==> config.mk <==
export PLATFORM = sky130hd
export DESIGN_NAME = ltick_reg
export DESIGN_NICKNAME = d
export VERILOG_FILES = /design/src/rtl/ltick_pkg.sv /design/src/rtl/ltick_div.sv /design/src/rtl/ltick_csr.sv /design/src/rtl/ltick_reg.sv
export SDC_FILE = /design/constraint.sdc
export NUM_CORES = 1
export LEC_CHECK = 0
export BUFFER_PORTS_ARGS = -buffer_cell sky130_fd_sc_hd__buf_2
export CAP_MARGIN = 20
export CORE_MARGIN = 1.5
export CORE_UTILIZATION = 45
export CTS_CLUSTER_SIZE = 12
export DETAILED_ROUTE_END_ITERATION = 8
export GPL_TIMING_DRIVEN = 0
export MAX_ROUTING_LAYER = met4
export PLACE_DENSITY_LB_ADDON = 0.05
export SYNTH_ARGS = -nofsm -noshare
export SYNTH_HDL_FRONTEND = slang
export SYNTH_HIERARCHICAL = 1
export SYNTH_SLANG_ARGS = --single-unit
==> constraint.sdc <==
create_clock -name clk_i -period 2.2 [get_ports clk_i]
set_clock_uncertainty 0.1 [all_clocks]
set_input_delay 0.22 -clock clk_i [delete_from_list [all_inputs] [get_ports clk_i]]
set_output_delay 0.22 -clock clk_i [all_outputs]
set_load 0.01 [all_outputs]
==> src/rtl/ltick_pkg.sv <==
package ltick_pkg;
  localparam int unsigned DONE_BIT = 7;
  localparam int unsigned IE_BIT   = 6;
endpackage

==> src/rtl/ltick_div.sv <==
module ltick_div #(
  parameter int unsigned CLK_HZ  = 125_000_000,
  parameter int unsigned TICK_HZ = 60
) (
  input  logic clk_i,
  input  logic rst_ni,
  output logic tick_o
);
  localparam int unsigned TC = (CLK_HZ / TICK_HZ < 2) ? 2 : CLK_HZ / TICK_HZ;
  localparam int unsigned CW = $clog2(TC);

  logic [CW-1:0] cnt_q;
  logic          wrap;

  assign wrap   = (cnt_q == CW'(TC - 1));
  assign tick_o = wrap;

  always_ff @(posedge clk_i or negedge rst_ni) begin
    if (!rst_ni)   cnt_q <= '0;
    else if (wrap) cnt_q <= '0;
    else           cnt_q <= cnt_q + 1'b1;
  end
endmodule

==> src/rtl/ltick_csr.sv <==
module ltick_csr #(
  parameter int unsigned DW = 16
) (
  input  logic          clk_i,
  input  logic          rst_ni,
  input  logic          tick_i,
  input  logic          wr_en_i,
  input  logic          wr_odd_i,
  input  logic [DW-1:0] wr_data_i,
  output logic          done_o,
  output logic          ie_o,
  output logic          irq_o
);
  import ltick_pkg::*;
  localparam logic [DW-1:0] DONE_M = DW'(1) << DONE_BIT;
  localparam logic [DW-1:0] IE_M   = DW'(1) << IE_BIT;

  logic wr_lo, wd_done, wd_ie;
  logic done_d, ie_d, irq_d;
  logic done_q, ie_q, irq_q;

  assign wr_lo   = wr_en_i & ~wr_odd_i;
  assign wd_done = |(wr_data_i & DONE_M);
  assign wd_ie   = |(wr_data_i & IE_M);

  always_comb begin
    ie_d   = wr_lo ? wd_ie : ie_q;
    done_d = done_q;
    if (wr_lo && !wd_done) done_d = 1'b0;
    if (tick_i)            done_d = 1'b1;  // tick wins over clear
    irq_d = irq_q;
    if (wr_lo && !(ie_d && done_d)) irq_d = 1'b0;
    if (tick_i && ie_d)             irq_d = 1'b1;
  end

  always_ff @(posedge clk_i or negedge rst_ni) begin
    if (!rst_ni) begin
      done_q <= 1'b1;
      ie_q   <= 1'b0;
      irq_q  <= 1'b0;
    end else begin
      done_q <= done_d;
      ie_q   <= ie_d;
      irq_q  <= irq_d;
    end
  end

  assign done_o = done_q;
  assign ie_o   = ie_q;
  assign irq_o  = irq_q;
endmodule

==> src/rtl/ltick_reg.sv <==
module ltick_reg #(
  parameter int unsigned DW      = 16,
  parameter bit          DIV_EN  = 1'b1,
  parameter int unsigned CLK_HZ  = 125_000_000,
  parameter int unsigned TICK_HZ = 60
) (
  input  logic          clk_i,
  input  logic          rst_ni,
  input  logic          tick_i,
  input  logic          wr_en_i,
  input  logic          wr_odd_i,
  input  logic [DW-1:0] wr_data_i,
  output logic [DW-1:0] rd_data_o,
  output logic          irq_o
);
  import ltick_pkg::*;

  logic div_tick, tick_w, done, ie;

  generate
    if (DIV_EN) begin : g_div
      ltick_div #(.CLK_HZ(CLK_HZ), .TICK_HZ(TICK_HZ)) u_div (
        .clk_i (clk_i),
        .rst_ni(rst_ni),
        .tick_o(div_tick)
      );
    end else begin : g_nodiv
      assign div_tick = 1'b0;
    end
  endgenerate

  assign tick_w = tick_i | div_tick;

  ltick_csr #(.DW(DW)) u_csr (
    .clk_i    (clk_i),
    .rst_ni   (rst_ni),
    .tick_i   (tick_w),
    .wr_en_i  (wr_en_i),
    .wr_odd_i (wr_odd_i),
    .wr_data_i(wr_data_i),
    .done_o   (done),
    .ie_o     (ie),
    .irq_o    (irq_o)
  );

  always_comb begin
    rd_data_o           = '0;
    rd_data_o[DONE_BIT] = done;
    rd_data_o[IE_BIT]   = ie;
  end
endmodule

== Word level (Yosys, flattened, before mapping) ==
Index checks and enable logic that the tools add are counted.

* Add/subtract/negate cells: 1
* Equal/unequal tests: 1
* Multiplexer cells: 6
* Bitwise operators: 3
* Reductions and logical operators: 7

{| class="wikitable"
|+ Operators by type and width
! kind !! number
|-
| $add 21x1->21 const B || 1
|-
| $eq 21x21->1 const B || 1
|-
| $mux 21 || 1
|-
| $mux 1 || 5
|-
| $logic_and 1x1->1 || 4
|-
| $logic_not 1->1 || 2
|-
| $reduce_bool 2->1 || 1
|-
| $and 1x1->1 || 1
|-
| $not 1->1 || 1
|-
| $or 1x1->1 || 1
|}

* Flip-flop bits (word level): 24
* Input bits: 21
* Output and inout port bits: 17
* Logic and storage cells: 22

== Logic depth before layout (Yosys ltp) ==
Gate-level depths: netlist (run 1).

* Word-level depth: 10
* Gate-level depth with buffers: 8
* Mapped depth without buffers: 7

== By module ==
Netlist (run 1), hierarchy kept.

{| class="wikitable"
|+ Modules (own cells, without submodules)
! module !! times used !! cells each !! area an instance (µm²) !! sequential area each (µm²)
|-
| ltick_div || 1 || 103 || 1051.0 || 525.5
|-
| ltick_csr || 1 || 11 || 140.1 || 76.3
|-
| ltick_reg || 1 || 18 || 130.1 || 0.0
|}

== Least setup slack after synthesis (run 1) ==
No wires, ideal clock.

* Path type: register to register
* Start point: register g_div.u_div.cnt_q[5]
* End point: register u_csr.irq_q (netlist: u_csr/irq_o)
* Setup time: 0.078 ns
* Arrival time: 1.786 ns
* Required time: 2.022 ns
* Slack: 0.237 ns
* Stages on the path, launching flop included: 9
* Path buffers: 2
* Clock period less this slack: 1.963 ns
* Path through: dfrtp_1 -> buf_4 -> nor4_1 -> nand4_1 -> nor3_1 -> buf_2 -> or2_1 -> a21o_1 -> o2bb2ai_1

* Cells in the longest elaborated chain, start to end: 7
* Elaborated cells between the ends (all ways): 9
* Those cells by class: 1 x eq/ne; 2 x mux; 1 x bitwise; 5 x reduce/logical

{| class="wikitable"
|+ Ends and longest elaborated chain
! item !! RTL line !! RTL
|-
| start: declaration || ltick_div.sv:12 || <nowiki>logic [CW-1:0] cnt_q;</nowiki>
|-
| start signal: assignment || ltick_div.sv:21 || <nowiki>else cnt_q <= cnt_q + 1'b1;</nowiki>
|-
| $eq 21x21->1 (*) || ltick_div.sv:15 || <nowiki>assign wrap = (cnt_q == CW'(TC - 1));</nowiki>
|-
| net div_tick || ltick_reg.sv:18 || <nowiki>logic div_tick, tick_w, done, ie;</nowiki>
|-
| $or 1x1->1 (*) || ltick_reg.sv:32 || <nowiki>assign tick_w = tick_i | div_tick;</nowiki>
|-
| net tick_w || ltick_reg.sv:18 ||
|-
| $mux 1 || ltick_csr.sv:30 || <nowiki>if (tick_i) done_d = 1'b1;</nowiki>
|-
| $logic_and 1x1->1 || ltick_csr.sv:32 || <nowiki>if (wr_lo && !(ie_d && done_d)) irq_d = 1'b0;</nowiki>
|-
| $logic_not 1->1 || ltick_csr.sv:32 ||
|-
| $logic_and 1x1->1 || ltick_csr.sv:32 ||
|-
| $reduce_bool 2->1 (no line) || n/a ||
|-
| end signal: assignment || ltick_csr.sv:44 || <nowiki>irq_q <= irq_d;</nowiki>
|-
| end: declaration || ltick_csr.sv:20 || <nowiki>logic done_q, ie_q, irq_q;</nowiki>
|}

The timed path passes the listed nets; every way through them passes the cells marked *.
A chain may end at the register's enable or synchronous reset.

== Worst setup path in the final report (run 1) ==
* Start point: register g_div.u_div.cnt_q[10]
* End point: register u_csr.irq_q (netlist: u_csr/irq_o)

Same word-level chain as after synthesis.

==> impl_metrics.yaml, run 1 <==
critical_path:
  cp.depth: 7
  critPathCaptureType: "flop"
  rrSetupSlack_ns: 0.12
  crit_slowest_cell: "dfrtp_1"
  r2r_start: "g_div.u_div/cnt_q[10]"
  cpPeakStageDelay_ns: 0.50
  cp-startpoint: "g_div.u_div/cnt_q[10]"
  worst_r2r_path_depth: 7
  critPathTopFamily: "simple AND/OR/NAND/NOR gates"
  arrival_ns: 2.22
  critPathLaunchType: "flop"
  path_max_fanout: 10
  cp_cell_sequence: "nor4_2 > nand4b_1 > nor3_4 > buf_4 > or2_1 > a21o_1 > o2bb2ai_1"
  worst-path-buf-inv: 1
  crit_type: "flop to flop"
  r2r-end: "u_csr/irq_o"
  critPathCapture: "u_csr/irq_o"
  worst_ep_required_time_ns: 2.34
timing:
  fmax_mhz: 480
  slew_viol_final: 0
  timing.final.crit_share_pct: 94.7
  slew-limit-headroom_pct: 63.9
  setup_viol: 0
  period_needed_ns: 2.08
  setup_tns_ns: 0
  hold_ws_ns: 0.0807
  final-hold-violation-count: 0
  worstMarginPinSlew_ns: 0.536
drt:
  wl_per_cell_um: 12.4
  firstDrtPassIters: 4
  via_per_inst: 5.18
  wl_um: 2370
  dr_total_vias: 989
  initialDrtViolationCount: 14
  drtAntennaViolNets: 0
  route.detailed.drc: 0
clock_tree:
  clock_latency_ns: 0.31
  clk_path_buf_depth: 2
  path_clk_slew_ns: 0.13
  cts_tree: "yes"
  cts-root-buf: "clkbuf_4"
  cts.htree.levels: 1
  clkSinkCount: 24
  cts_made_buffers: 3
power:
  p_leak_nw: 0.730
  pwr_density_cell_nw_per_um2: 492
  irDropWorstVdd_v: 0.000373
cells_and_area:
  nFillCells: 271
  area_growth_pct: 16.1
  fin_nets: 184
  final_cells: 191
  antenna_cells: 0
  drive_gt1_share_pct: 27.5
synthesis:
  synth-edff-count: 0
  synth_top_cell_area_share_pct: 43.6
  synth-async-reset-ratio_pct: 100
  netlist_area_um2: 1320
  yosysSeqAreaShare_pct: 45.5
  syn_area_per_cell_um2: 10.0
  synth_largest_area_cell: "dfrtp_1"
  postSynthCellCount: 132
  synthFlopType: "dfrtp_1"
  ys_top_cells_by_count: "dfrtp_1, buf_4, nor2_1, xnor2_1"
  synth_seq_cells: 24
  post-synth-top-count-cell: "dfrtp_1"
  synth_area_leaders: "dfrtp_1, buf_4, xnor2_1"
  synth_cell_types: 37
  yosysWarnings: 6
placement:
  dp_cells: 185
  dp_hpwl_um: 1690
  numPortBuffers: 9
  place.gp.congestion: 0.820
hold_path:
  min_path_type: "input pin to flop"
floorplan:
  die_x_um: 57.2
  initial_utilization_pct: 47.5
  dieArea_um2: 3270
  row_count: 19
  ioPinCount: 38
  die_h_um: 57.2
  core_um2: 2780
grt:
  grt_pass1_wl_um: 4070
  antenna_found_initial: 0
  track_usage_pct: 16.4
  grt_max_degree: 25
  overflow: 0
  grt_pass1_vias: 920
flow_run:
  cap_violations: 0
outcome:
  status: "complete, no violations"
## per-stage QoR
step	utilization (%)	power (mW)	worst slack [ns]	cell area [µm²]
global placement	52.3	0.533	-0.172	1450
global route	55.2	0.794	-0.00844	1530
CTS	54.3	0.769	0.0134	1510
detailed placement	52.3	0.534	-0.156	1450
floorplan	-	0.511	0.237	1370
finish	55.2	0.754	0.116	1530
## registers in the layout (all words and copies together), names as in the netlist
| signal | flops |
|---|---|
| g_div.u_div/cnt_q | 21 |
| u_csr/done_o | 1 |
| u_csr/ie_o | 1 |
| u_csr/irq_o | 1 |
## report_power, final
group / leakage (nW) / internal, mW / total (mW) / switching [mW]
clock network: 0.0210 / 0.101 / 0.228 / 0.127
logic: 0.395 / 0.0382 / 0.0729 / 0.0347
registers: 0.314 / 0.448 / 0.453 / 0.00485
## logic make-up (layout without fill, tap and decap cells)
group | Yosys count | after routing | share of synthesized area (%)
simple gates | 57 | 57 | 25.5
flops | 24 | 24 | 45.5
buf+inv | 21 | 36 | 10.9
xor+xnor | 14 | 14 | 9.28
compound gates | 13 | 13 | 6.63
fa+ha+maj | 2 | 2 | 1.89
other cells | 1 | 14 | 0.284
## layer usage
| metal | track usage [%] | part of all wire [%] | vias up |
|---|---|---|---|
| li1 | - | - | 495 |
| met1 | 21.7 | 50 | 471 |
| met2 | 25.5 | 45 | 21 |
| met3 | 4.08 | 3.9 | 2 |
| met4 | 3.99 | 0.76 | 0 |
| met5 | - | 0 | - |
## worst min path at each step
stage | startpoint | cells past startpoint | to
after floorplan | rst_ni | 0 | g_div.u_div/cnt_q[0]
after global placement | rst_ni | 1 | g_div.u_div/cnt_q[11]
after detailed placement | rst_ni | 1 | g_div.u_div/cnt_q[13]
after CTS | wr_data_i[6] | 3 | u_csr/irq_o
after global routing | wr_data_i[6] | 3 | u_csr/irq_o
final | wr_data_i[6] | 3 | u_csr/irq_o
## cell usage in the layout (no fill, tap or decap), types with 2 or more instances in the layout
cell / instances
a21oi_1: 4
ha_1: 2
and4_1: 2
xnor2_1: 8
inv_1: 3
buf_2: 9
xor2_1: 6
nor4_2: 3
and3_1: 2
nor4_1: 5
nand2_1: 7
o21ai_0: 2
conb_1: 14
nand4_1: 5
nor3_1: 2
nand4b_1: 2
clkbuf_4: 3
or3_1: 2
nand3_1: 5
dfrtp_1: 23
a21o_1: 2
nor2_1: 12
buf_4: 19
## timing repair
item                                   4_1_cts  5_1_grt
buffers inserted                             0        1
endpoints found under the hold margin       23        0
setup endpoints to repair                    2        2
pin swaps                                    0        2
resized for setup                            2        4
hold buffers                                 1        0
## worst reg2reg max path, stage by stage, from the launching register on
cell       delay (ns)
dfrtp_1          0.50
nor4_2           0.32
nand4b_1         0.19
nor3_4           0.29
buf_4            0.23
or2_1            0.17
a21o_1           0.12
o2bb2ai_1        0.10
## cell type report
class,instances,area [µm²],area share [%]
buffer,18,135,8.81
inverter,3,11.3,0.734
timing repair buffer,11,62.6,4.08
clock buffer,4,36.3,2.37
multi-input combinational,100,648,42.3
sequential,24,602,39.2
tap,31,38.8,2.53
Note: power is estimated with default switching activity, not from simulation.
==> run 2, diff against run 1 <==
PLACE_DENSITY_LB_ADDON = 0.08   (was 0.05)
SYNTH_HIERARCHICAL = unset   (was 1)
==> impl_metrics.yaml, run 2 <==
outcome:
  status: "complete, no violations"
synthesis:
  synth-async-reset-ratio_pct: 100
  ys_top_cells_by_count: "dfrtp_1, buf_4, nor2_1, xnor2_1, nand2_1"
  synth_top_cell_area_share_pct: 43.4
  yosysSeqAreaShare_pct: 45.3
  synth_largest_area_cell: "dfrtp_1"
  postSynthCellCount: 131
  post-synth-top-count-cell: "dfrtp_1"
  synth-edff-count: 0
  synthFlopType: "dfrtp_1"
  netlist_area_um2: 1330
  syn_area_per_cell_um2: 10.1
  synth_area_leaders: "dfrtp_1, buf_4, xnor2_1"
  yosysWarnings: 0
  synth_cell_types: 39
  synth_seq_cells: 24
cells_and_area:
  multi_input_area_um2: 634
  drive_gt1_share_pct: 28.0
  top_register: "g_div.u_div.cnt_q"
  area_growth_pct: 15.2
  seqCellArea_um2: 602
  nFillCells: 271
  fin_nets: 185
  largest_reg_flops: 21
  final_cell_mix: "dfrtp_1, buf_4, conb_1"
  final_cell_area_um2: 1530
  mostFrequentLayoutCell: "dfrtp_1"
  antenna_cells: 0
drt:
  wl_um: 2390
  wl_per_cell_um: 12.5
  firstDrtPassIters: 5
  drtAntennaViolNets: 0
  initialDrtViolationCount: 18
  route.detailed.drc: 0
  via_per_inst: 5.08
  dr_total_vias: 975
critical_path:
  path_max_fanout: 7
  cp-startpoint: "g_div.u_div.cnt_q[1]"
  arrival_ns: 2.27
  worst_ep_required_time_ns: 2.35
  worst-path-buf-inv: 1
  r2r_start: "g_div.u_div.cnt_q[1]"
  critPathLaunchType: "flop"
  cpPeakStageDelay_ns: 0.44
  crit_type: "flop to flop"
  cp_cell_sequence: "ha_2 > and4_4 > or4b_1 > buf_4 > or3_1 > a21oi_1"
  crit_slowest_cell: "dfrtp_1"
  critPathTopFamily: "simple AND/OR/NAND/NOR gates"
  critPathCaptureType: "flop"
timing:
  setup_viol: 0
  fmax_mhz: 470
  final-hold-violation-count: 0
  timing.final.crit_share_pct: 96.7
  slew_viol_final: 0
  worstMarginPinSlew_ns: 0.526
  hold_ws_ns: 0.0248
  slew-limit-headroom_pct: 64.9
  period_needed_ns: 2.13
floorplan:
  initial_utilization_pct: 47.7
  dieArea_um2: 3290
  die_x_um: 57.3
  die_h_um: 57.3
  ioPinCount: 38
  row_count: 19
  core_um2: 2780
grt:
  grt_pass1_vias: 924
  track_usage_pct: 16.2
  grt_pass1_wl_um: 3990
  antenna_found_initial: 0
  overflow: 0
  grt_max_degree: 25
power:
  irDropWorstVdd_v: 0.000393
  power_mw: 0.725
  pwr_density_cell_nw_per_um2: 474
  p_leak_nw: 0.706
clock_tree:
  clk_path_buf_depth: 2
  path_clk_slew_ns: 0.12
  clkSinkCount: 24
  cts.htree.levels: 1
  cts_made_buffers: 3
  cts_tree: "yes"
  clock_latency_ns: 0.31
  cts-root-buf: "clkbuf_4"
hold_path:
  min-delay-start: "tick_i"
  min_path_type: "input pin to flop"
flow_run:
  cap_violations: 0
placement:
  place.gp.congestion: 0.736
  placed_cell_area_um2: 1460
  numPortBuffers: 9
  dp_hpwl_um: 1830
run 2: changes by cell type in the layout (fill, tap and decap cells not counted), sizes merged, moves of 2 or more:
cell / delta
a21o: -2
nor3: -2
buf: +2
or4: +2
o31ai: +2
nand3: +2
nand4b: -2
nor4: -5
run 2: kinds of logic (layout without fill, tap and decap cells):
family	Yosys count	after routing	synth area share (%)
and+or+nand+nor	53	53	24.3
DFF	24	24	45.3
buffers and inverters	21	38	11.1
AOI/OAI and AO/OA	15	15	6.97
xor gates and xnor gates	14	14	9.24
adders and majority gates	2	2	1.88
other	1	14	0.282
muxes	1	1	0.848
run 2: path summary, 6_finish.rpt:
check / end / slack, ns / cells after the start
max reg2reg: g_div.u_div.cnt_q[16] / 0.07 / 6
max in group asynchronous: u_csr.done_o / 1.33 / 2
min: u_csr.done_o / 0.02 / 2
max: g_div.u_div.cnt_q[16] / 0.07 / 6
min in group asynchronous: g_div.u_div.cnt_q[19] / 0.30 / 2
min reg2reg: g_div.u_div.cnt_q[12] / 0.43 / 1
run 2: per-stage QoR:
step	TNS, ns	utilization (%)	setup WS, ns	instances
global placement	0	52.5	0.0406	184
floorplan	0	-	0.191	144
detailed placement	0	52.5	0.0387	184
CTS	0	54.1	0.0106	190
finish	0	55.0	0.0734	192
global route	-0.000242	55.0	-0.000242	192
run 2: cell type report:
type | count | area share (%)
Buffer | 18 | 9.08
Clock buffer | 4 | 1.72
Inverter | 3 | 0.736
Multi-Input combinational cell | 99 | 41.5
Sequential cell | 24 | 39.4
Tap cell | 31 | 2.54
Timing Repair Buffer | 13 | 5.07
run 2: metal layers:
| layer | global-route usage [%] | vias up | wire [µm] |
|---|---|---|---|
| li1 | - | 495 | - |
| met1 | 19.1 | 462 | 1130 |
| met2 | 27.1 | 16 | 1160 |
| met3 | 4.76 | 2 | 76 |
| met4 | 4.65 | 0 | 18 |
| met5 | - | - | 0 |
run 2: repair_timing:
action | in CTS | in global routing
gates resized for setup | 0 | 5
hold endpoints to repair | 23 | 0
endpoints found under the setup margin | 1 | 3
pin swaps | 0 | 1
buffers inserted | 1 | 2
hold buffers | 1 | 0
run 2: report_power, final:
group	total (mW)	leakage (nW)	switching [mW]	internal, mW
clock	0.196	0.0150	0.125	0.0709
sequential	0.454	0.312	0.00562	0.449
combinational	0.0746	0.380	0.0369	0.0378
==> run 3, diff against run 2 <==
ABC_AREA = 1   (was unset)
CTS_BUF_LIST = sky130_fd_sc_hd__clkbuf_8   (was unset)
HOLD_SLACK_MARGIN = 0.05   (was unset)
==> impl_metrics.yaml, run 3 <==
clock_tree:
  cts-root-buf: "clkbuf_8"
  path_clk_slew_ns: 0.08
  post_cts_resized: 0
  cts_made_buffers: 3
  clock_latency_ns: 0.26
  cts_setup_buffers: 0
  clkSinkCount: 24
  cts.htree.levels: 1
  hold_buffers: 1
  cts_tree: "yes"
  clk_path_buf_depth: 2
critical_path:
  critPathTopFamily: "simple AND/OR/NAND/NOR gates"
  arrival_ns: 1.92
  path_max_fanout: 6
  cpPeakStageDelay_ns: 0.41
  cp_cell_sequence: "ha_1 > nand3_1 > nor3_1 > nand3_1 > xor2_1 > nor2_1"
  crit_type: "flop to flop"
  crit_path_frequent_cell: "nand3_1"
  worst-path-buf-inv: 0
  critPathCaptureType: "flop"
  critPathLaunchType: "flop"
  worst_ep_required_time_ns: 2.25
  crit_slowest_cell: "dfrtp_1"
cells_and_area:
  top_register: "g_div.u_div.cnt_q"
  largest_reg_flops: 21
  drive_gt1_share_pct: 16.9
  mostFrequentLayoutCell: "nand2_1"
  fin_nets: 255
  final_cell_mix: "nand2_1, inv_1, nor2_1"
  final_cells: 275
  area_growth_pct: 14.1
  final_util_pct: 55.2
  antenna_cells: 0
synthesis:
  post-synth-top-count-cell: "nand2_1"
  yosysSeqAreaShare_pct: 39.8
  synthFlopType: "dfrtp_1"
  ys_top_cells_by_count: "nand2_1, inv_1, nor2_1, dfrtp_1, nand3_1"
  yosysWarnings: 0
  synth-async-reset-ratio_pct: 100
  synth-edff-count: 0
  synth_area_leaders: "dfrtp_1, nand2_1, inv_1"
  synth_seq_cells: 24
  syn_area_per_cell_um2: 7.42
  synth_largest_area_cell: "dfrtp_1"
  synth_cell_types: 27
  postSynthCellCount: 204
  synth_top_cell_area_share_pct: 38.0
  netlist_area_um2: 1510
drt:
  wl_per_cell_um: 10.7
  drtAntennaViolNets: 0
  initialDrtViolationCount: 40
  wl_um: 2960
  via_per_inst: 4.64
  dr_total_vias: 1277
  route.detailed.drc: 0
  firstDrtPassIters: 5
timing:
  rsz0062_at_grt: "false"
  worstMarginPinSlew_ns: 0.530
  setup_tns_ns: 0
  timing.final.crit_share_pct: 84.7
  period_needed_ns: 1.86
  slew-limit-headroom_pct: 64.6
  slew_viol_final: 0
  fmax_mhz: 536
  setup_viol: 0
  final-hold-violation-count: 0
grt:
  overflow: 0
  track_usage_pct: 19.0
  grt_pass1_vias: 1179
  antenna_found_initial: 0
  grt_pass1_wl_um: 5040
  grt_max_degree: 25
floorplan:
  die_x_um: 61
  die_h_um: 61
  initial_utilization_pct: 48.4
  dieArea_um2: 3720
  row_count: 20
  core_um2: 3130
  ioPinCount: 38
power:
  pwr_density_cell_nw_per_um2: 477
  irDropWorstVdd_v: 0.000254
  p_leak_nw: 0.989
flow_run:
  cap_violations: 0
outcome:
  status: "complete, no violations"
hold_path:
  min_path_type: "input pin to flop"
placement:
  dp_hpwl_um: 2390
  place.gp.congestion: 0.852
  dp_cells: 270
  numPortBuffers: 9
run 3: logic make-up after synthesis:
kind of cell | Yosys count | share of synthesized area, %
AND/OR/NAND/NOR | 108 | 33.9
AO/OA/AOI/OAI | 8 | 2.73
other | 1 | 0.248
XOR/XNOR | 8 | 4.63
adder cells (fa/ha/maj) | 2 | 1.65
buffers and inverters | 53 | 17.1
flip-flops | 24 | 39.8
run 3: metrics by stage:
step                      hold WS, ns  area, µm²  worst slack [ns]  total power, mW
after floorplan                -0.176       1560             0.701            0.507
after global placement          0.130       1660             0.425            0.529
after detailed placement        0.136       1660             0.349            0.532
after CTS                      0.0838       1730             0.333            0.833
after global routing            0.109       1730             0.219            0.861
final                          0.0853       1730             0.336            0.824
run 3: metal layers:
metal | GRT usage, % | wire [µm] | vias to the layer above
met5 | - | 0 | -
met2 | 31.3 | 1470 | 27
met4 | 7.45 | 45 | 0
met3 | 2.56 | 105 | 5
met1 | 23.6 | 1330 | 593
li1 | - | - | 652
run 3: final cells by class:
cell class                 instances  area, µm²
multi-input combinational        140        702
fill                             294       1400
buffer                            16        120
timing repair buffer              10       55.1
tap                               44       55.1
inverter                          37        139
sequential                        24        602
clock buffer                       4       55.1
run 3: worst min-delay path, stage by stage:
cell	delay (ns)
buf_2	0.09
nand2_1	0.04
nand2_1	0.06
run 3: worst paths after layout:
check / slack, ns / start / depth (start not counted) / end
worst max-delay path: 0.34 / g_div.u_div.cnt_q[0] / 6 / g_div.u_div.cnt_q[16]
worst min-delay path: 0.09 / wr_data_i[6] / 3 / u_csr.ie_o
worst max register to register: 0.34 / g_div.u_div.cnt_q[0] / 6 / g_div.u_div.cnt_q[16]
worst min register to register: 0.41 / u_csr.ie_o / 2 / u_csr.ie_o
max in group asynchronous: 1.27 / rst_ni / 2 / u_csr.done_o
min in group asynchronous: 0.36 / rst_ni / 2 / g_div.u_div.cnt_q[9]
run 3: power breakdown:
part | internal [mW] | switching (mW) | leakage, nW
logic | 0.0342 | 0.0381 | 0.648
clock network | 0.160 | 0.140 | 0.0288
registers | 0.448 | 0.00410 | 0.313
